**config.mk**
```make
export PLATFORM = sky130hd
export DESIGN_NAME = gpio_fnmux_port
export DESIGN_NICKNAME = d
export VERILOG_FILES = /design/src/rtl/gpio_fnmux_pkg.sv /design/src/rtl/gpio_in_sync.sv /design/src/rtl/gpio_regfile.sv /design/src/rtl/gpio_pad_drive.sv /design/src/rtl/gpio_fnmux_port.sv
export SDC_FILE = /design/constraint.sdc
export NUM_CORES = 1
export LEC_CHECK = 0
export BUFFER_PORTS_ARGS = -buffer_cell sky130_fd_sc_hd__buf_4
export CAP_MARGIN = 0
export CORE_MARGIN = 8
export CORE_UTILIZATION = 40
export CTS_CLUSTER_SIZE = 14
export DETAILED_ROUTE_END_ITERATION = 10
export GPL_ROUTABILITY_DRIVEN = 0
export PLACE_DENSITY = 0.72
export SLEW_MARGIN = 20
export SYNTH_ARGS = -nofsm -noshare
export SYNTH_HDL_FRONTEND = slang
export SYNTH_HIERARCHICAL = 1
export SYNTH_SLANG_ARGS = --single-unit
```
**constraint.sdc**
```tcl
create_clock -name clk -period 1.25 [get_ports clk]
set_input_delay 0.125 -clock clk [delete_from_list [all_inputs] [get_ports clk]]
set_output_delay 0.125 -clock clk [all_outputs]
set_load 0.005 [all_outputs]
```
**src/rtl/gpio_fnmux_pkg.sv**
```systemverilog
package gpio_fnmux_pkg;

  localparam int ADDR_W = 4;

  typedef enum logic [ADDR_W-1:0] {
    RA_DATA  = 4'd0,
    RA_DIR   = 4'd1,
    RA_FUNC  = 4'd2,
    RA_XFUNC = 4'd3,
    RA_PEN   = 4'd4,
    RA_PSEL  = 4'd5,
    RA_LVL   = 4'd6,
    RA_XLVL  = 4'd7,
    RA_DRIVE = 4'd8,
    RA_INEN  = 4'd9,
    RA_PIN   = 4'd10
  } reg_addr_e;

  typedef enum logic [1:0] {
    LVL_CMOS_A = 2'b00,
    LVL_TTL    = 2'b01,
    LVL_AUTO   = 2'b10,
    LVL_CMOS_B = 2'b11
  } in_level_e;

endpackage

```
**src/rtl/gpio_in_sync.sv**
```systemverilog
module gpio_in_sync #(
  parameter int          PINS      = 8,
  parameter logic [PINS-1:0] BOOT_MASK = 'h3
) (
  input  logic            clk,
  input  logic            rst,
  input  logic [PINS-1:0] pin_raw,
  input  logic [1:0]      in_en,
  output logic [PINS-1:0] pin_q
);

  logic [PINS-1:0] meta_q;
  logic [PINS-1:0] sync_q;
  logic [PINS-1:0] pass;

  always_ff @(posedge clk) begin
    if (rst) begin
      meta_q <= '0;
      sync_q <= '0;
    end else begin
      meta_q <= pin_raw;
      sync_q <= meta_q;
    end
  end

  for (genvar i = 0; i < PINS; i++) begin : g_gate
    if (BOOT_MASK[i]) begin : g_boot
      assign pass[i] = in_en[0] | in_en[1];
    end else begin : g_plain
      assign pass[i] = in_en[0];
    end
  end

  assign pin_q = sync_q & pass;

endmodule

```
**src/rtl/gpio_regfile.sv**
```systemverilog
module gpio_regfile
  import gpio_fnmux_pkg::*;
#(
  parameter int PINS = 8
) (
  input  logic              clk,
  input  logic              rst,
  input  logic              bus_wr,
  input  logic              bus_rd,
  input  logic              bus_rmw,
  input  logic [ADDR_W-1:0] bus_addr,
  input  logic [PINS-1:0]   bus_wdata,
  output logic [PINS-1:0]   bus_rdata,
  input  logic [PINS-1:0]   pin_q,
  output logic [PINS-1:0]   data_q,
  output logic [PINS-1:0]   dir_q,
  output logic [PINS-1:0]   func_q,
  output logic [PINS-1:0]   xfunc_q,
  output logic [PINS-1:0]   pen_q,
  output logic [PINS-1:0]   psel_q,
  output logic [PINS-1:0]   lvl_q,
  output logic [PINS-1:0]   xlvl_q,
  output logic [PINS-1:0]   drive_q,
  output logic [1:0]        inen_q
);

  logic [PINS-1:0] pin_view;
  logic [PINS-1:0] data_view;
  logic [PINS-1:0] rd_mux;

  always_ff @(posedge clk) begin
    if (rst) begin
      data_q  <= '0;
      dir_q   <= '0;
      func_q  <= '0;
      xfunc_q <= '0;
      pen_q   <= '0;
      psel_q  <= '0;
      lvl_q   <= '0;
      xlvl_q  <= '0;
      drive_q <= '0;
      inen_q  <= '0;
    end else if (bus_wr) begin
      case (reg_addr_e'(bus_addr))
        RA_DATA:  data_q  <= bus_wdata;
        RA_DIR:   dir_q   <= bus_wdata;
        RA_FUNC:  func_q  <= bus_wdata;
        RA_XFUNC: xfunc_q <= bus_wdata;
        RA_PEN:   pen_q   <= bus_wdata;
        RA_PSEL:  psel_q  <= (psel_q & pen_q) | (bus_wdata & ~pen_q);
        RA_LVL:   lvl_q   <= bus_wdata;
        RA_XLVL:  xlvl_q  <= bus_wdata;
        RA_DRIVE: drive_q <= bus_wdata;
        RA_INEN:  inen_q  <= bus_wdata[1:0];
        default:  ;
      endcase
    end
  end

  // Plain reads see the pin only on plain I/O inputs; RMW reads never do.
  assign pin_view  = bus_rmw ? '0 : (~func_q & ~dir_q);
  assign data_view = (pin_q & pin_view) | (data_q & ~pin_view);

  always_comb begin
    case (reg_addr_e'(bus_addr))
      RA_DATA:  rd_mux = data_view;
      RA_DIR:   rd_mux = dir_q;
      RA_FUNC:  rd_mux = func_q;
      RA_XFUNC: rd_mux = xfunc_q;
      RA_PEN:   rd_mux = pen_q;
      RA_PSEL:  rd_mux = psel_q;
      RA_LVL:   rd_mux = lvl_q;
      RA_XLVL:  rd_mux = xlvl_q;
      RA_DRIVE: rd_mux = drive_q;
      RA_INEN:  rd_mux = {{(PINS-2){1'b0}}, inen_q};
      RA_PIN:   rd_mux = pin_q;
      default:  rd_mux = '0;
    endcase
  end

  always_ff @(posedge clk) begin
    if (rst)         bus_rdata <= '0;
    else if (bus_rd) bus_rdata <= rd_mux;
  end

  // polarity bits with the pull enabled never change
  a_r9_psel_locked: assert property (@(posedge clk) disable iff (rst)
    ((psel_q ^ $past(psel_q)) & $past(pen_q)) == '0);

  // an RMW read of the data register returns the stored bits
  a_r4_rmw_stored: assert property (@(posedge clk) disable iff (rst)
    $past(bus_rd && bus_rmw && bus_addr == RA_DATA) |-> bus_rdata == $past(data_q));

  // reserved enable bits always read 0
  a_r2_inen_reserved: assert property (@(posedge clk) disable iff (rst)
    $past(bus_rd && bus_addr == RA_INEN) |-> bus_rdata[PINS-1:2] == '0);

  // direct-read address returns the sampled pins
  a_r6_direct_pin: assert property (@(posedge clk) disable iff (rst)
    $past(bus_rd && bus_addr == RA_PIN) |-> bus_rdata == $past(pin_q));

endmodule

```
**src/rtl/gpio_pad_drive.sv**
```systemverilog
module gpio_pad_drive #(
  parameter int PINS = 8
) (
  input  logic              clk,
  input  logic              rst,
  input  logic              hiz_stop,
  input  logic [PINS-1:0]   data_q,
  input  logic [PINS-1:0]   dir_q,
  input  logic [PINS-1:0]   func_q,
  input  logic [PINS-1:0]   xfunc_q,
  input  logic [PINS-1:0]   pen_q,
  input  logic [PINS-1:0]   psel_q,
  input  logic [PINS-1:0]   lvl_q,
  input  logic [PINS-1:0]   xlvl_q,
  input  logic [PINS-1:0]   drive_q,
  input  logic [PINS-1:0]   pin_q,
  input  logic [PINS-1:0]   res1_out,
  input  logic [PINS-1:0]   res1_oe,
  input  logic [PINS-1:0]   res2_out,
  input  logic [PINS-1:0]   res2_oe,
  output logic [PINS-1:0]   pad_out,
  output logic [PINS-1:0]   pad_oe,
  output logic [PINS-1:0]   pad_pu,
  output logic [PINS-1:0]   pad_pd,
  output logic [2*PINS-1:0] pad_lvl,
  output logic [PINS-1:0]   pad_weak,
  output logic [PINS-1:0]   res1_in,
  output logic [PINS-1:0]   res2_in
);

  logic [PINS-1:0]   sel_r1, sel_r2;
  logic [PINS-1:0]   out_d, oe_d, pu_d, pd_d;
  logic [2*PINS-1:0] lvl_d;

  for (genvar i = 0; i < PINS; i++) begin : g_pin
    assign sel_r1[i] = func_q[i] & ~xfunc_q[i];
    assign sel_r2[i] = func_q[i] &  xfunc_q[i];

    always_comb begin
      if (sel_r2[i]) begin
        out_d[i] = res2_out[i];
        oe_d[i]  = res2_oe[i];
      end else if (sel_r1[i]) begin
        out_d[i] = res1_out[i];
        oe_d[i]  = res1_oe[i];
      end else begin
        out_d[i] = data_q[i];
        oe_d[i]  = dir_q[i];
      end
      if (hiz_stop) oe_d[i] = 1'b0;
      pu_d[i] = pen_q[i] &  psel_q[i] & ~oe_d[i] & ~hiz_stop;
      pd_d[i] = pen_q[i] & ~psel_q[i] & ~oe_d[i] & ~hiz_stop;
    end

    assign lvl_d[2*i+1] = lvl_q[i];
    assign lvl_d[2*i]   = xlvl_q[i];
  end

  always_ff @(posedge clk) begin
    if (rst) begin
      pad_out  <= '0;
      pad_oe   <= '0;
      pad_pu   <= '0;
      pad_pd   <= '0;
      pad_lvl  <= '0;
      pad_weak <= '0;
    end else begin
      pad_out  <= out_d;
      pad_oe   <= oe_d;
      pad_pu   <= pu_d;
      pad_pd   <= pd_d;
      pad_lvl  <= lvl_d;
      pad_weak <= drive_q;
    end
  end

  assign res1_in = pin_q & sel_r1;
  assign res2_in = pin_q & sel_r2;

  // stop mode leaves no output enabled
  a_r11_hiz_no_oe: assert property (@(posedge clk) disable iff (rst)
    $past(hiz_stop) |-> pad_oe == '0);

  // no pull on a driven pin
  a_r10_pull_off_driven: assert property (@(posedge clk) disable iff (rst)
    ((pad_pu | pad_pd) & pad_oe) == '0);

  // never both pulls on one pin
  a_r8_pull_exclusive: assert property (@(posedge clk) disable iff (rst)
    (pad_pu & pad_pd) == '0);

  // a pin feeds at most one resource
  a_r7_res_in_disjoint: assert property (@(posedge clk) disable iff (rst)
    (res1_in & res2_in) == '0);

endmodule

```
**src/rtl/gpio_fnmux_port.sv**
```systemverilog
module gpio_fnmux_port
  import gpio_fnmux_pkg::*;
#(
  parameter int              PINS      = 8,
  parameter logic [PINS-1:0] BOOT_MASK = 'h3
) (
  input  logic              clk,
  input  logic              rst,
  input  logic              hiz_stop,
  input  logic              bus_wr,
  input  logic              bus_rd,
  input  logic              bus_rmw,
  input  logic [ADDR_W-1:0] bus_addr,
  input  logic [PINS-1:0]   bus_wdata,
  output logic [PINS-1:0]   bus_rdata,
  input  logic [PINS-1:0]   pad_in,
  output logic [PINS-1:0]   pad_out,
  output logic [PINS-1:0]   pad_oe,
  output logic [PINS-1:0]   pad_pu,
  output logic [PINS-1:0]   pad_pd,
  output logic [2*PINS-1:0] pad_lvl,
  output logic [PINS-1:0]   pad_weak,
  input  logic [PINS-1:0]   res1_out,
  input  logic [PINS-1:0]   res1_oe,
  input  logic [PINS-1:0]   res2_out,
  input  logic [PINS-1:0]   res2_oe,
  output logic [PINS-1:0]   res1_in,
  output logic [PINS-1:0]   res2_in
);

  logic [PINS-1:0] pin_q;
  logic [PINS-1:0] data_q, dir_q, func_q, xfunc_q, pen_q, psel_q;
  logic [PINS-1:0] lvl_q, xlvl_q, drive_q;
  logic [1:0]      inen_q;

  gpio_in_sync #(.PINS(PINS), .BOOT_MASK(BOOT_MASK)) u_sync (
    .clk     (clk),
    .rst     (rst),
    .pin_raw (pad_in),
    .in_en   (inen_q),
    .pin_q   (pin_q)
  );

  gpio_regfile #(.PINS(PINS)) u_regs (
    .clk       (clk),
    .rst       (rst),
    .bus_wr    (bus_wr),
    .bus_rd    (bus_rd),
    .bus_rmw   (bus_rmw),
    .bus_addr  (bus_addr),
    .bus_wdata (bus_wdata),
    .bus_rdata (bus_rdata),
    .pin_q     (pin_q),
    .data_q    (data_q),
    .dir_q     (dir_q),
    .func_q    (func_q),
    .xfunc_q   (xfunc_q),
    .pen_q     (pen_q),
    .psel_q    (psel_q),
    .lvl_q     (lvl_q),
    .xlvl_q    (xlvl_q),
    .drive_q   (drive_q),
    .inen_q    (inen_q)
  );

  gpio_pad_drive #(.PINS(PINS)) u_pads (
    .clk      (clk),
    .rst      (rst),
    .hiz_stop (hiz_stop),
    .data_q   (data_q),
    .dir_q    (dir_q),
    .func_q   (func_q),
    .xfunc_q  (xfunc_q),
    .pen_q    (pen_q),
    .psel_q   (psel_q),
    .lvl_q    (lvl_q),
    .xlvl_q   (xlvl_q),
    .drive_q  (drive_q),
    .pin_q    (pin_q),
    .res1_out (res1_out),
    .res1_oe  (res1_oe),
    .res2_out (res2_out),
    .res2_oe  (res2_oe),
    .pad_out  (pad_out),
    .pad_oe   (pad_oe),
    .pad_pu   (pad_pu),
    .pad_pd   (pad_pd),
    .pad_lvl  (pad_lvl),
    .pad_weak (pad_weak),
    .res1_in  (res1_in),
    .res2_in  (res2_in)
  );

endmodule

```
==> flow_summary.html, run 1 <==
<table>
<tr><th>Metric</th><th>Value</th></tr>
<tr><th colspan="2">Global route</th></tr>
<tr><td>Number of global-route vias before repair</td><td>6249</td></tr>
<tr><td>Largest net degree at the start of global routing</td><td>47</td></tr>
<tr><td>Antenna violations before repair</td><td>0</td></tr>
<tr><td>First-pass GRT wire length</td><td>33.8 mm</td></tr>
<tr><td>GRT overflow</td><td>0</td></tr>
<tr><td>Global-route usage over all layers</td><td>19.9%</td></tr>
<tr><th colspan="2">Clock tree</th></tr>
<tr><td>Clock Tree Buf Depth</td><td>2</td></tr>
<tr><td>Buffer cell driving the clock tree root</td><td>sky130_fd_sc_hd__clkbuf_16</td></tr>
<tr><td>Clock tree sinks</td><td>154</td></tr>
<tr><td>TritonCTS clock tree</td><td>done</td></tr>
<tr><td>Clock latency on the worst-skew pair</td><td>0.43 ns</td></tr>
<tr><td>Number of buffers created by CTS</td><td>17</td></tr>
<tr><td>Clock-pin transition on the worst setup and hold timing paths</td><td>0.06 ns</td></tr>
<tr><td># H-tree levels</td><td>4</td></tr>
<tr><th colspan="2">Route</th></tr>
<tr><td>Post-detailed-route wirelength per cell</td><td>18.7 um</td></tr>
<tr><td>Remaining number of nets flagged by the antenna check after routing</td><td>0</td></tr>
<tr><td>Detailed-route DRC error count</td><td>0</td></tr>
<tr><td>Router iterations before antenna repair</td><td>5</td></tr>
<tr><td>Routed vias/inst</td><td>5.36</td></tr>
<tr><td>Total Routed Length</td><td>21.8 mm</td></tr>
<tr><td>Overall via count from detail_route</td><td>6240</td></tr>
<tr><td>Number of DRC violations after detailed-routing iteration 0</td><td>532</td></tr>
<tr><th colspan="2">Timing</th></tr>
<tr><td>Tcrit/Tclk final</td><td>128%</td></tr>
<tr><td>Hold slack final</td><td>0.0189 ns</td></tr>
<tr><td>Peak Freq</td><td>0.624 GHz</td></tr>
<tr><td>Final critical-path required period</td><td>1.60 ns</td></tr>
<tr><td>Fin Clk Skew</td><td>0.00864 ns</td></tr>
<tr><td>Final worst-path setup slack</td><td>-0.352 ns</td></tr>
<tr><td>Tightest slew margin relative to the limit</td><td>64.1%</td></tr>
<tr><td>Unrepaired setup endpoints after global routing</td><td>true</td></tr>
<tr><td>Worst Tran Pin Value</td><td>0.537 ns</td></tr>
<tr><td>Sum Neg Setup Slack</td><td>-6.38 ns</td></tr>
<tr><td>Hold Fails Final Rpt</td><td>0</td></tr>
<tr><td>Total of endpoints with negative setup slack in the final report</td><td>24</td></tr>
<tr><td>Number of pins exceeding their max-slew limit in the final report</td><td>0</td></tr>
<tr><th colspan="2">Pwr</th></tr>
<tr><td>Cell internal pwr</td><td>9.43 mW</td></tr>
<tr><td>Proportion of power drawn by flip-flops and latches</td><td>42.0%</td></tr>
<tr><td>Cell Pwr Density</td><td>1230 nW/um2</td></tr>
<tr><td>Net switching power</td><td>2.50 mW</td></tr>
<tr><td>Sw Ratio</td><td>20.9%</td></tr>
<tr><td>Clock power frac</td><td>50.0%</td></tr>
<tr><td>Proportion of power drawn by combinational gates</td><td>7.9%</td></tr>
<tr><td>Cell leakage power</td><td>4.09 nW</td></tr>
<tr><td>Worst vdd rail ir drop</td><td>875 uV</td></tr>
<tr><th colspan="2">Synthesis</th></tr>
<tr><td>Sequential fraction of the synthesis area</td><td>45.5%</td></tr>
<tr><td>Distinct cell type count of the synthesized netlist</td><td>54</td></tr>
<tr><td>Count of synthesis-stage warnings from yosys</td><td>6</td></tr>
<tr><td>Fraction of post-synthesis cell area in the top cell type by area</td><td>45.5%</td></tr>
<tr><td>Most used flip-flop cell after synthesis</td><td>sky130_fd_sc_hd__dfxtp_1</td></tr>
<tr><td>Number of enable flip-flop cells after synthesis</td><td>0</td></tr>
<tr><td>Leading cell types by count after synthesis</td><td>sky130_fd_sc_hd__dfxtp_1 (154), sky130_fd_sc_hd__mux2i_1 (79), sky130_fd_sc_hd__nor2_1 (78)</td></tr>
<tr><td>Netlist Area Pre-Place</td><td>6780 um2</td></tr>
<tr><td>Average size of a mapped cell</td><td>9.67 um2</td></tr>
<tr><td>Main area contributors after synthesis</td><td>sky130_fd_sc_hd__dfxtp_1 (45%), sky130_fd_sc_hd__mux2i_1 (12%), sky130_fd_sc_hd__nor2_1 (4.3%)</td></tr>
<tr><td>Most instantiated library cell after synthesis</td><td>sky130_fd_sc_hd__dfxtp_1</td></tr>
<tr><td>Post-synthesis async set-or-reset flop share</td><td>0%</td></tr>
<tr><td>Post-synthesis sequential element count</td><td>154</td></tr>
<tr><td>Largest area contributor in the netlist</td><td>sky130_fd_sc_hd__dfxtp_1</td></tr>
<tr><td>Post-Synthesis Cells</td><td>701</td></tr>
<tr><td>Net count after synthesis</td><td>759</td></tr>
<tr><th colspan="2">Floorplanning</th></tr>
<tr><td>I/O Pins</td><td>138</td></tr>
<tr><td># rows</td><td>47</td></tr>
<tr><td>Std-Cell Core Area</td><td>16600 um2</td></tr>
<tr><td>Height of the die</td><td>146 um</td></tr>
<tr><td>Horiz. Die Dim</td><td>146 um</td></tr>
<tr><td>Effective utilization at floorplan</td><td>40.9%</td></tr>
<tr><td>Floorplan die area</td><td>21400 um2</td></tr>
<tr><th colspan="2">Critical path</th></tr>
<tr><td>Worst setup path category</td><td>reg -&gt; out</td></tr>
<tr><td>Data arrival time of the critical path</td><td>1.48 ns</td></tr>
<tr><td>Most common cell on crit path</td><td>sky130_fd_sc_hd__buf_6</td></tr>
<tr><td>CP required</td><td>1.12 ns</td></tr>
<tr><td>CP cell instances</td><td>buf_6, and2_4, buf_6, and3_4, buf_6</td></tr>
<tr><td>Critical-path cell with the highest stage delay</td><td>sky130_fd_sc_hd__dfxtp_4</td></tr>
<tr><td>Register-to-register path setup slack</td><td>-0.23 ns</td></tr>
<tr><td>Delay-heaviest family, CP</td><td>flip-flops</td></tr>
<tr><td>WP buf/inv</td><td>3</td></tr>
<tr><td>Worst setup EP type</td><td>output port</td></tr>
<tr><td>Crit-path max cell delay</td><td>0.38 ns</td></tr>
<tr><td>Worst-path fanout max</td><td>6</td></tr>
<tr><td>Setup crit start kind</td><td>flop</td></tr>
<tr><th colspan="2">Place</th></tr>
<tr><td>Port buffer count</td><td>137</td></tr>
<tr><td>Placed cell areas</td><td>8730 um2</td></tr>
<tr><td>Post-detailed-placement half-perimeter wirelength</td><td>15.6 mm</td></tr>
<tr><th colspan="2">Final layout</th></tr>
<tr><td>Share of the core filled with cells</td><td>58.6%</td></tr>
<tr><td>Area of all placed cells without fillers</td><td>9730 um2</td></tr>
<tr><td>Share of final-layout standard cells stronger than drive strength 1</td><td>39.0%</td></tr>
<tr><td>Count of inserted antenna diode cells</td><td>0</td></tr>
<tr><td>Synth-to-layout area growth</td><td>43.5%</td></tr>
<tr><td>Net count of the finished layout</td><td>990</td></tr>
<tr><th colspan="2">Status</th></tr>
<tr><td>Result of the run</td><td>finished with violations</td></tr>
<tr><td>Violations in the final reports</td><td>setup timing</td></tr>
<tr><th colspan="2">Run</th></tr>
<tr><td>Max-cap violations</td><td>0</td></tr>
<tr><th colspan="2">Worst hold path</th></tr>
<tr><td>Path type of the worst min-delay path</td><td>in -&gt; reg</td></tr>
</table>
-- power groups by stage --
stage / Combinational, mW / Clock [mW] / Sequential, mW
6_report: 0.945 / 5.97 / 5.02
5_1_grt: 1.01 / 6.27 / 5.02
4_1_cts: 0.927 / 6.04 / 5.01
3_5_place_dp: 0.888 / 0 / 5.12
3_3_place_gp: 0.877 / 0 / 5.12
2_1_floorplan: 0.456 / 0 / 5.11
-- through the flow --
stage / setup slack, ns / cells / power (mW)
final: -0.352 / 1164 / 11.9
after global routing: -0.417 / 1164 / 12.3
after CTS: -0.347 / 1164 / 12.0
after detailed placement: -0.194 / 1119 / 6.01
after global placement: -0.150 / 1119 / 6.00
after floorplan: 0.00173 / 701 / 5.57
-- cells in the final DEF (no fill, tap or decap), types with 7 or more instances in the layout --
master / count
sky130_fd_sc_hd__a211oi_1: 29
sky130_fd_sc_hd__nand2_1: 38
sky130_fd_sc_hd__clkbuf_16: 17
sky130_fd_sc_hd__nand4bb_1: 10
sky130_fd_sc_hd__nor3_1: 17
sky130_fd_sc_hd__dfxtp_1: 151
sky130_fd_sc_hd__o21ai_0: 19
sky130_fd_sc_hd__buf_6: 13
sky130_fd_sc_hd__nand3_1: 9
sky130_fd_sc_hd__nor2_1: 75
sky130_fd_sc_hd__dlygate4sd3_1: 8
sky130_fd_sc_hd__nor2b_2: 9
sky130_fd_sc_hd__nor2b_1: 40
sky130_fd_sc_hd__buf_4: 242
sky130_fd_sc_hd__or4b_1: 8
sky130_fd_sc_hd__nand2b_1: 9
sky130_fd_sc_hd__a22o_1: 7
sky130_fd_sc_hd__mux2_2: 18
sky130_fd_sc_hd__a21oi_1: 29
sky130_fd_sc_hd__mux2i_1: 77
-- path summary, 6_finish.rpt --
| check | cells after the start | endpoint | startpoint |
|---|---|---|---|
| max reg2reg | 6 | u_regs/bus_rdata[4]$_SDFFE_PP0P_ | u_regs/inen_q[0]$_SDFFE_PP0P_ |
| max | 5 | res2_in[4] | u_regs/inen_q[0]$_SDFFE_PP0P_ |
| min reg2reg | 1 | u_sync/sync_q[5]$_SDFF_PP0_ | u_sync/meta_q[5]$_SDFF_PP0_ |
| min | 3 | u_regs/lvl_q[7]$_SDFFE_PP0P_ | bus_wdata[7] |
-- flip-flops by register name, summed over array words and instances (netlist names), 8 cells and up, named ones only --
name	cells
u_regs/xlvl_q	8
u_regs/bus_rdata	8
u_pads/pad_lvl	16
u_sync/meta_q	8
u_sync/sync_q	8
u_regs/dir_q	8
u_pads/pad_weak	8
u_pads/pad_pd	8
u_regs/drive_q	8
u_pads/pad_out	8
u_regs/func_q	8
u_regs/data_q	8
u_pads/pad_oe	8
u_regs/lvl_q	8
u_regs/pen_q	8
u_pads/pad_pu	8
u_regs/xfunc_q	8
-- metal layers --
layer | wire (um) | vias up | global-route usage, %
met2 | 10600 | 269 | 33.4
li1 | - | 2959 | -
met5 | 0 | - | 0
met3 | 1440 | 64 | 5.32
met1 | 8910 | 2948 | 23.3
met4 | 804 | 0 | 9.27
-- final cells by class --
class,instances,area (um2)
Inverter,6,22.5
Clock buffer,24,502
Tap cell,220,275
Sequential cell,154,3090
Multi-Input combinational cell,486,3530
Clock inverter,7,185
Timing Repair Buffer,267,2120
Fill cell,1442,6860
-- timing repair --
action / in CTS / in global routing
hold buffers: 8 / 0
pin swaps: 13 / 9
endpoints found under the hold margin: 8 / 0
setup endpoints to repair: 24 / 29
setup buffers: 6 / 1
gates resized for setup: 30 / 16
-- logic make-up (layout without fill, tap and decap cells) --
| group | after synthesis | after routing | share of synthesized area (%) |
|---|---|---|---|
| AOI/OAI and AO/OA | 130 | 130 | 13.3 |
| DFF | 154 | 154 | 45.5 |
| muxes | 99 | 99 | 15.3 |
| and+or+nand+nor | 257 | 257 | 21.3 |
| buffers and inverters | 61 | 304 | 4.54 |
-- worst register-to-register path, delay by kind of cell, from the launching register on --
kind                   cells  cell delay [ns]
buffers and inverters      2             0.29
AO/OA/AOI/OAI              2             0.37
flip-flops                 1             0.38
multiplexers               1             0.19
AND/OR/NAND/NOR            1             0.15
No activity file was read; power rests on OpenSTA's default activity.
==> run 2: changes to the inputs <==
Settings changed: CAP_MARGIN 0 to 20, CORE_UTILIZATION 40 to 42, PLACE_DENSITY 0.72 to 0.74.
==> run 2 against run 1 <==
  * The run still ends with setup timing left
  * Setup slack improved by 0.047 ns
  * Critical path depth fell by 1
  * First-iteration DRC count increased by 3.4%
  * Clock power down 8.9%
  * Die area fell by 4.2%
  * Clock-buffer cell count fell by 1
  * Clock skew shrank 0.0037 ns
  * Combinational power is 0.7% higher
  * Flip-flop and latch count is the same
  * Largest cell class unchanged
  * Highest routed layer unchanged
==> flow_summary.html, run 2 (synthesized netlist as in run 1, its figures left out) <==
<table>
<tr><th>Metric</th><th>Value</th></tr>
<tr><th colspan="2">Timing</th></tr>
<tr><td>Peak Freq</td><td>0.643 GHz (+3.0%)</td></tr>
<tr><td>Final critical-path required period</td><td>1.56 ns (-0.0471 ns)</td></tr>
<tr><td>Total of endpoints with negative setup slack in the final report</td><td>23 (-4.2%)</td></tr>
<tr><td>Fin Clk Skew</td><td>0.00499 ns (-0.00365 ns)</td></tr>
<tr><td>Tcrit/Tclk final</td><td>124% (-3.8 points)</td></tr>
<tr><td>Unrepaired setup endpoints after global routing</td><td>true</td></tr>
<tr><td>Worst Tran Pin Value</td><td>0.427 ns (-0.110 ns)</td></tr>
<tr><td>Hold Fails Final Rpt</td><td>0 (unchanged)</td></tr>
<tr><td>Number of pins exceeding their max-slew limit in the final report</td><td>0 (unchanged)</td></tr>
<tr><td>Hold slack final</td><td>0.0207 ns (+0.00178 ns)</td></tr>
<tr><td>Final worst-path setup slack</td><td>-0.305 ns (+0.0471 ns)</td></tr>
<tr><td>Tightest slew margin relative to the limit</td><td>71.5% (+7.4 points)</td></tr>
<tr><th colspan="2">Floorplanning</th></tr>
<tr><td>Effective utilization at floorplan</td><td>42.8% (+2.0 points)</td></tr>
<tr><td>Floorplan die area</td><td>20500 um2 (-4.2%)</td></tr>
<tr><td>Height of the die</td><td>143 um (-2.1%)</td></tr>
<tr><td># rows</td><td>46 (-2.1%)</td></tr>
<tr><td>Horiz. Die Dim</td><td>143 um (-2.1%)</td></tr>
<tr><td>Std-Cell Core Area</td><td>15800 um2 (-4.6%)</td></tr>
<tr><td>I/O Pins</td><td>138 (unchanged)</td></tr>
<tr><th colspan="2">Critical path</th></tr>
<tr><td>RR Startpoint</td><td>u_regs/inen_q[0]$_SDFFE_PP0P_</td></tr>
<tr><td>CP required</td><td>1.12 ns (about the same)</td></tr>
<tr><td>Endpoint of the worst register-to-register path</td><td>u_regs/bus_rdata[1]$_SDFFE_PP0P_</td></tr>
<tr><td>Worst setup path category</td><td>reg -&gt; out</td></tr>
<tr><td>Worst-path fanout max</td><td>9 (+3)</td></tr>
<tr><td>Capture point of the worst path</td><td>res2_in[1]</td></tr>
<tr><td>Setup crit start kind</td><td>flop</td></tr>
<tr><td>First element of the critical path</td><td>u_regs/inen_q[0]$_SDFFE_PP0P_</td></tr>
<tr><td>Worst setup EP type</td><td>output port</td></tr>
<tr><td>Data arrival time of the critical path</td><td>1.43 ns (-0.05 ns)</td></tr>
<tr><td>Depth of the worst register-to-register path</td><td>5 (-1)</td></tr>
<tr><td>Register-to-register path setup slack</td><td>-0.20 ns (+0.03 ns)</td></tr>
<tr><th colspan="2">Route</th></tr>
<tr><td>Routed length on met3</td><td>1.52 mm (+5.7%)</td></tr>
<tr><td>Detailed-route DRC error count</td><td>0 (unchanged)</td></tr>
<tr><td>Amount of wire on met2 after detailed routing</td><td>10.5 mm (-0.89%)</td></tr>
<tr><td>Post-detailed-route wirelength per cell</td><td>18.8 um (+0.33%)</td></tr>
<tr><td>Overall via count from detail_route</td><td>6229 (-0.18%)</td></tr>
<tr><td>Total Routed Length</td><td>21.7 mm (-0.28%)</td></tr>
<tr><td>Router iterations before antenna repair</td><td>5 (unchanged)</td></tr>
<tr><td>Highest metal layer used by the detailed router</td><td>met4</td></tr>
<tr><td>Detailed-route wire length on metal 1</td><td>8.84 mm (-0.84%)</td></tr>
<tr><td>Routed vias/inst</td><td>5.38 (+0.43%)</td></tr>
<tr><td>Remaining number of nets flagged by the antenna check after routing</td><td>0 (unchanged)</td></tr>
<tr><td>Number of DRC violations after detailed-routing iteration 0</td><td>550 (+3.4%)</td></tr>
<tr><th colspan="2">Final layout</th></tr>
<tr><td>Total area of multi-input combinational cells</td><td>3490 um2 (-1.1%)</td></tr>
<tr><td>Count of inserted antenna diode cells</td><td>0 (unchanged)</td></tr>
<tr><td>FILL cells</td><td>1306 (-9.4%)</td></tr>
<tr><td>Leading cell type in the layout, fill and taps excluded</td><td>sky130_fd_sc_hd__buf_4</td></tr>
<tr><td>Top reg by flops</td><td>u_pads/pad_lvl</td></tr>
<tr><td>Top library cells by usage in the layout, fill and taps aside</td><td>sky130_fd_sc_hd__buf_4 (239), sky130_fd_sc_hd__dfxtp_1 (146), sky130_fd_sc_hd__mux2i_1 (79)</td></tr>
<tr><td>Sequential cell area</td><td>3100 um2 (+0.20%)</td></tr>
<tr><td>Area of all placed cells without fillers</td><td>9600 um2 (-1.3%)</td></tr>
<tr><td>Synth-to-layout area growth</td><td>41.6%</td></tr>
<tr><td>Flip-flop count of the largest register, all copies and words added</td><td>16 (unchanged)</td></tr>
<tr><td>Net count of the finished layout</td><td>987 (-0.30%)</td></tr>
<tr><td>Share of final-layout standard cells stronger than drive strength 1</td><td>38.7% (-0.30 points)</td></tr>
<tr><th colspan="2">Status</th></tr>
<tr><td>Violations in the final reports</td><td>setup timing</td></tr>
<tr><td>Result of the run</td><td>finished with violations</td></tr>
<tr><th colspan="2">Clock tree</th></tr>
<tr><td>Number of buffers created by CTS</td><td>17 (unchanged)</td></tr>
<tr><td>Clock-pin transition on the worst setup and hold timing paths</td><td>0.06 ns (about the same)</td></tr>
<tr><td>Clock tree sinks</td><td>154 (unchanged)</td></tr>
<tr><td>TritonCTS clock tree</td><td>done</td></tr>
<tr><td>Clock latency on the worst-skew pair</td><td>0.42 ns (about the same)</td></tr>
<tr><td>Clock Tree Buf Depth</td><td>2 (unchanged)</td></tr>
<tr><td># H-tree levels</td><td>4 (unchanged)</td></tr>
<tr><td>Buffer cell driving the clock tree root</td><td>sky130_fd_sc_hd__clkbuf_16</td></tr>
<tr><th colspan="2">Global route</th></tr>
<tr><td>GRT overflow</td><td>0 (unchanged)</td></tr>
<tr><td>First-pass GRT wire length</td><td>33.3 mm (-1.7%)</td></tr>
<tr><td>Largest net degree at the start of global routing</td><td>28 (-40%)</td></tr>
<tr><td>Number of global-route vias before repair</td><td>6271 (+0.35%)</td></tr>
<tr><td>Global-route usage over all layers</td><td>21.2% (+1.2 points)</td></tr>
<tr><td>Antenna violations before repair</td><td>0 (unchanged)</td></tr>
<tr><th colspan="2">Place</th></tr>
<tr><td>Port buffer count</td><td>137 (unchanged)</td></tr>
<tr><td>Post-detailed-placement half-perimeter wirelength</td><td>15.7 mm (+0.54%)</td></tr>
<tr><td>Placed cell areas</td><td>8720 um2 (about the same)</td></tr>
<tr><th colspan="2">Run</th></tr>
<tr><td>Max-cap violations</td><td>0 (unchanged)</td></tr>
<tr><th colspan="2">Pwr</th></tr>
<tr><td>Cell leakage power</td><td>4.06 nW (-0.70%)</td></tr>
<tr><td>Worst vdd rail ir drop</td><td>934 uV (+6.7%)</td></tr>
<tr><td>Cell Pwr Density</td><td>1190 nW/um2 (-3.1%)</td></tr>
<tr><th colspan="2">Worst hold path</th></tr>
<tr><td>Path type of the worst min-delay path</td><td>in -&gt; reg</td></tr>
</table>
## run 2: worst min-delay path by stage
stage	start	endpoint	slack, ns	depth (start not counted)
2_1_floorplan	pad_in[2]	u_sync/meta_q[2]$_SDFF_PP0_	0.25	1
6_report	bus_wdata[7]	u_regs/lvl_q[7]$_SDFFE_PP0P_	0.02	3
5_1_grt	bus_wdata[5]	u_regs/lvl_q[5]$_SDFFE_PP0P_	0.01	3
3_5_place_dp	pad_in[2]	u_sync/meta_q[2]$_SDFF_PP0_	0.34	2
3_3_place_gp	pad_in[2]	u_sync/meta_q[2]$_SDFF_PP0_	0.34	2
4_1_cts	bus_wdata[7]	u_regs/lvl_q[7]$_SDFFE_PP0P_	0.004	3
## run 2: where the power goes
group | switching [mW] | total [mW] | internal [mW]
combinational | 0.492 | 0.952 | 0.460
sequential | 0.0409 | 5.02 | 4.97
clock | 1.97 | 5.44 | 3.48
## run 2: metal layers
layer	vias up	global-route usage, %
met5	-	0
met4	0	12.0
met3	52	4.97
met2	264	35.5
met1	2948	24.2
li1	2965	-
## run 2: timing repair
action / 4_1_cts / 5_1_grt
pin swaps: 4 / 4
endpoints found under the hold margin: 8 / 0
resized for setup: 22 / 22
setup endpoints to repair: 24 / 27
hold buffers: 8 / 0
buffers inserted: 3 / 0
## run 2: area by class of cell
class | count | share of cell area (%)
multi-input combinational | 486 | 36.4
sequential | 154 | 32.2
timing repair buffer | 264 | 21.9
clock buffer | 23 | 4.98
tap | 216 | 2.82
clock inverter | 8 | 1.49
inverter | 6 | 0.235
## run 2: worst max-delay path, cell delays in order, from the launching register on
cell and delay [ns]:
sky130_fd_sc_hd__dfxtp_4 0.38, sky130_fd_sc_hd__o21a_1 0.22, sky130_fd_sc_hd__buf_6 0.13, sky130_fd_sc_hd__and3_4 0.17, sky130_fd_sc_hd__buf_6 0.11
## run 2: metrics by stage
step / TNS [ns] / worst slack, ns / power [mW] / utilization (%) / cells
6_report: -4.65 / -0.305 / 11.4 / 60.6 / 1157
5_1_grt: -5.92 / -0.336 / 11.8 / 60.6 / 1157
4_1_cts: -5.28 / -0.341 / 11.4 / 60.2 / 1157
3_5_place_dp: -5.45 / -0.185 / 6.02 / 55.1 / 1115
3_3_place_gp: -3.71 / -0.139 / 6.01 / 55.1 / 1115
2_1_floorplan: 0 / 0.00173 / 5.57 / - / 701
==> run 3: changes to the inputs <==
Settings changed: CORE_MARGIN 8 to 2, REMOVE_ABC_BUFFERS set to 1.
==> run 3 against run 2 <==
  * The flow still finishes with violations (setup timing)
  * Register-to-register slack got worse by 0.08 ns
  * Final area increased by 0.29%
  * Worst hold slack got worse by 0.015 ns
  * Die area decreased by 16%
  * Via count increased by 1.1%
  * Utilization increased by 0.17 points
  * Maximum frequency decreased by 4.0%
  * Largest power group is now sequential cells
  * Highest routed layer unchanged
==> flow_summary.html, run 3 (synthesized netlist as in run 1, its figures left out) <==
<table>
<tr><th>Metric</th><th>Value</th></tr>
<tr><th colspan="2">Route</th></tr>
<tr><td>Routed vias/inst</td><td>5.40 (+0.21%)</td></tr>
<tr><td>Router iterations before antenna repair</td><td>5 (unchanged)</td></tr>
<tr><td>Detailed-route DRC error count</td><td>0 (unchanged)</td></tr>
<tr><td>Total Routed Length</td><td>21.4 mm (-1.6%)</td></tr>
<tr><td>Overall via count from detail_route</td><td>6296 (+1.1%)</td></tr>
<tr><td>Post-detailed-route wirelength per cell</td><td>18.3 um (-2.5%)</td></tr>
<tr><td>Number of DRC violations after detailed-routing iteration 0</td><td>577 (+4.9%)</td></tr>
<tr><td>Remaining number of nets flagged by the antenna check after routing</td><td>0 (unchanged)</td></tr>
<tr><th colspan="2">Timing</th></tr>
<tr><td>Unrepaired setup endpoints after global routing</td><td>true</td></tr>
<tr><td>Number of pins exceeding their max-slew limit in the final report</td><td>0 (unchanged)</td></tr>
<tr><td>Peak Freq</td><td>0.618 GHz (-4.0%)</td></tr>
<tr><td>Tightest slew margin relative to the limit</td><td>65.2% (-6.3 points)</td></tr>
<tr><td>Final worst-path setup slack</td><td>-0.369 ns (-0.0642 ns)</td></tr>
<tr><td>Sum Neg Setup Slack</td><td>-5.62 ns (-0.966 ns)</td></tr>
<tr><td>Fin Clk Skew</td><td>0.00647 ns (+0.00148 ns)</td></tr>
<tr><td>Hold slack final</td><td>0.00558 ns (-0.0151 ns)</td></tr>
<tr><td>Hold Fails Final Rpt</td><td>0 (unchanged)</td></tr>
<tr><td>Worst Tran Pin Value</td><td>0.520 ns (+0.0938 ns)</td></tr>
<tr><td>Final critical-path required period</td><td>1.62 ns (+0.0642 ns)</td></tr>
<tr><td>Total of endpoints with negative setup slack in the final report</td><td>24 (+4.3%)</td></tr>
<tr><td>Tcrit/Tclk final</td><td>130% (+5.1 points)</td></tr>
<tr><th colspan="2">Final layout</th></tr>
<tr><td>Share of final-layout standard cells stronger than drive strength 1</td><td>39.0% (+0.33 points)</td></tr>
<tr><td>Share of the core filled with cells</td><td>60.8% (+0.17 points)</td></tr>
<tr><td>Top library cells by usage in the layout, fill and taps aside</td><td>sky130_fd_sc_hd__buf_4 (243), sky130_fd_sc_hd__dfxtp_1 (152), sky130_fd_sc_hd__mux2i_1 (78)</td></tr>
<tr><td>Top reg by flops</td><td>u_pads/pad_lvl</td></tr>
<tr><td>Leading cell type in the layout, fill and taps excluded</td><td>sky130_fd_sc_hd__buf_4</td></tr>
<tr><td>Net count of the finished layout</td><td>996 (+0.91%)</td></tr>
<tr><td>Synth-to-layout area growth</td><td>42.0%</td></tr>
<tr><td>Count of inserted antenna diode cells</td><td>0 (unchanged)</td></tr>
<tr><td>Final cell count without fillers</td><td>1167 (+0.86%)</td></tr>
<tr><td>Flip-flop count of the largest register, all copies and words added</td><td>16 (unchanged)</td></tr>
<tr><td>Area of all placed cells without fillers</td><td>9630 um2 (+0.29%)</td></tr>
<tr><th colspan="2">Clock tree</th></tr>
<tr><td>Buffer cell driving the clock tree root</td><td>sky130_fd_sc_hd__clkbuf_16</td></tr>
<tr><td>Clock-pin transition on the worst setup and hold timing paths</td><td>0.06 ns (about the same)</td></tr>
<tr><td>Clock tree sinks</td><td>154 (unchanged)</td></tr>
<tr><td># H-tree levels</td><td>4 (unchanged)</td></tr>
<tr><td>Clock Tree Buf Depth</td><td>2 (unchanged)</td></tr>
<tr><td>Number of buffers created by CTS</td><td>17 (unchanged)</td></tr>
<tr><td>Clock latency on the worst-skew pair</td><td>0.43 ns (about the same)</td></tr>
<tr><td>TritonCTS clock tree</td><td>done</td></tr>
<tr><th colspan="2">Pwr</th></tr>
<tr><td>Cell internal pwr</td><td>8.15 mW (-8.6%)</td></tr>
<tr><td>Proportion of power drawn by combinational gates</td><td>9.3% (+1.0 points)</td></tr>
<tr><td>Net switching power</td><td>2.63 mW (+5.2%)</td></tr>
<tr><td>Cell leakage power</td><td>4.03 nW (-0.63%)</td></tr>
<tr><td>Cell Pwr Density</td><td>1120 nW/um2 (-5.8%)</td></tr>
<tr><td>Proportion of power drawn by flip-flops and latches</td><td>46.5% (+2.6 points)</td></tr>
<tr><td>Worst vdd rail ir drop</td><td>950 uV (+1.7%)</td></tr>
<tr><td>Clock power frac</td><td>44.2% (-3.5 points)</td></tr>
<tr><td>Total Power Consumption</td><td>10.8 mW (-5.6%)</td></tr>
<tr><td>Sw Ratio</td><td>24.4% (+2.5 points)</td></tr>
<tr><th colspan="2">Floorplanning</th></tr>
<tr><td>I/O Pins</td><td>138 (unchanged)</td></tr>
<tr><td>Floorplan die area</td><td>17200 um2 (-16%)</td></tr>
<tr><td>Std-Cell Core Area</td><td>15800 um2 (unchanged)</td></tr>
<tr><td>Horiz. Die Dim</td><td>131 um (-8.4%)</td></tr>
<tr><td>Height of the die</td><td>131 um (-8.4%)</td></tr>
<tr><td>Effective utilization at floorplan</td><td>42.8% (unchanged)</td></tr>
<tr><td># rows</td><td>46 (unchanged)</td></tr>
<tr><th colspan="2">Place</th></tr>
<tr><td>Placed cell areas</td><td>8750 um2 (+0.34%)</td></tr>
<tr><td>Number of placed cells counting well taps</td><td>1119 (+0.36%)</td></tr>
<tr><td>Port buffer count</td><td>137 (unchanged)</td></tr>
<tr><td>Worst slack, placed</td><td>-0.277 ns (-0.0918 ns)</td></tr>
<tr><td>Post-detailed-placement half-perimeter wirelength</td><td>15.2 mm (-3.6%)</td></tr>
<tr><th colspan="2">Critical path</th></tr>
<tr><td>Worst setup path category</td><td>reg -&gt; out</td></tr>
<tr><td>Data arrival time of the critical path</td><td>1.49 ns (+0.06 ns)</td></tr>
<tr><td>CP required</td><td>1.12 ns (about the same)</td></tr>
<tr><td>Depth of the worst register-to-register path</td><td>5 (unchanged)</td></tr>
<tr><td>Setup crit start kind</td><td>flop</td></tr>
<tr><td>Worst setup EP type</td><td>output port</td></tr>
<tr><td>Worst-path fanout max</td><td>6 (-3)</td></tr>
<tr><th colspan="2">Global route</th></tr>
<tr><td>Number of global-route vias before repair</td><td>6135 (-2.2%)</td></tr>
<tr><td>Largest net degree at the start of global routing</td><td>25 (-11%)</td></tr>
<tr><td>GRT overflow</td><td>0 (unchanged)</td></tr>
<tr><td>Global-route usage over all layers</td><td>25.1% (+3.9 points)</td></tr>
<tr><td>Antenna violations before repair</td><td>0 (unchanged)</td></tr>
<tr><td>First-pass GRT wire length</td><td>32.4 mm (-2.5%)</td></tr>
<tr><th colspan="2">Status</th></tr>
<tr><td>Result of the run</td><td>finished with violations</td></tr>
<tr><td>Violations in the final reports</td><td>setup timing</td></tr>
<tr><th colspan="2">Run</th></tr>
<tr><td>Max-cap violations</td><td>0 (unchanged)</td></tr>
<tr><th colspan="2">Worst hold path</th></tr>
<tr><td>Path type of the worst min-delay path</td><td>in -&gt; reg</td></tr>
<tr><td>Depth of the worst hold-timing path</td><td>3 (unchanged)</td></tr>
</table>
## run 3: cell count changes in the layout (fill, tap and decap cells not counted), moves of 2 or more
| cell | change |
|---|---|
| sky130_fd_sc_hd__buf_4 | +4 |
| sky130_fd_sc_hd__dlygate4sd3_1 | +2 |
| sky130_fd_sc_hd__dfxtp_2 | -6 |
| sky130_fd_sc_hd__a32oi_2 | -2 |
| sky130_fd_sc_hd__dfxtp_1 | +6 |
| sky130_fd_sc_hd__clkinvlp_4 | +6 |
| sky130_fd_sc_hd__a22oi_2 | +2 |
| sky130_fd_sc_hd__clkinv_2 | -2 |
| sky130_fd_sc_hd__a32oi_1 | +2 |
| sky130_fd_sc_hd__bufinv_16 | -4 |
| sky130_fd_sc_hd__a22oi_1 | -2 |
| sky130_fd_sc_hd__buf_6 | +2 |
## run 3: worst max-delay path: stages, from the launching register on
cell and delay [ns]:
sky130_fd_sc_hd__dfxtp_4 0.37, sky130_fd_sc_hd__o21a_1 0.20, sky130_fd_sc_hd__buf_6 0.13, sky130_fd_sc_hd__buf_6 0.10
sky130_fd_sc_hd__and3_4 0.17, sky130_fd_sc_hd__buf_6 0.11
## run 3: layout make-up
class / count / area [um2]
Clock buffer: 23 / 478
Clock inverter: 9 / 66.3
Fill cell: 1344 / 6200
Inverter: 6 / 22.5
Multi-Input combinational cell: 486 / 3510
Sequential cell: 154 / 3090
Tap cell: 216 / 270
Timing Repair Buffer: 273 / 2190
## run 3: final timing paths
kind                                            to  slack [ns]                     startpoint
setup / recovery                        res2_in[1]       -0.37  u_regs/inen_q[0]$_SDFFE_PP0P_
hold / removal       u_regs/xlvl_q[6]$_SDFFE_PP0P_       0.006                   bus_wdata[6]
setup reg to reg  u_regs/bus_rdata[1]$_SDFFE_PP0P_       -0.28  u_regs/inen_q[0]$_SDFFE_PP0P_
hold reg to reg        u_sync/sync_q[2]$_SDFF_PP0_        0.44    u_sync/meta_q[2]$_SDFF_PP0_
## run 3: power by group through the flow
stage / Combinational, mW / Clock (mW) / Sequential, mW
3_3_place_gp: 0.931 / 0 / 5.12
4_1_cts: 0.980 / 4.80 / 5.01
2_1_floorplan: 0.274 / 0 / 5.12
3_5_place_dp: 0.941 / 0 / 5.12
6_report: 1.00 / 4.76 / 5.01
5_1_grt: 1.06 / 5.04 / 5.02
## run 3: what timing repair did
action | in CTS | in global routing
resized for setup | 38 | 10
cloned | 0 | 0
setup endpoints to repair | 24 | 27
pin swaps | 14 | 11
endpoints found under the hold margin | 10 | 0
hold buffers | 10 | 0
buffers inserted | 6 | 1
## run 3: metal layers
| layer | global-route usage (%) | wire length [um] |
|---|---|---|
| met2 | 40.7 | 10100 |
| met5 | 0 | 0 |
| met3 | 5.29 | 1570 |
| met4 | 11.2 | 701 |
| met1 | 32.2 | 8970 |
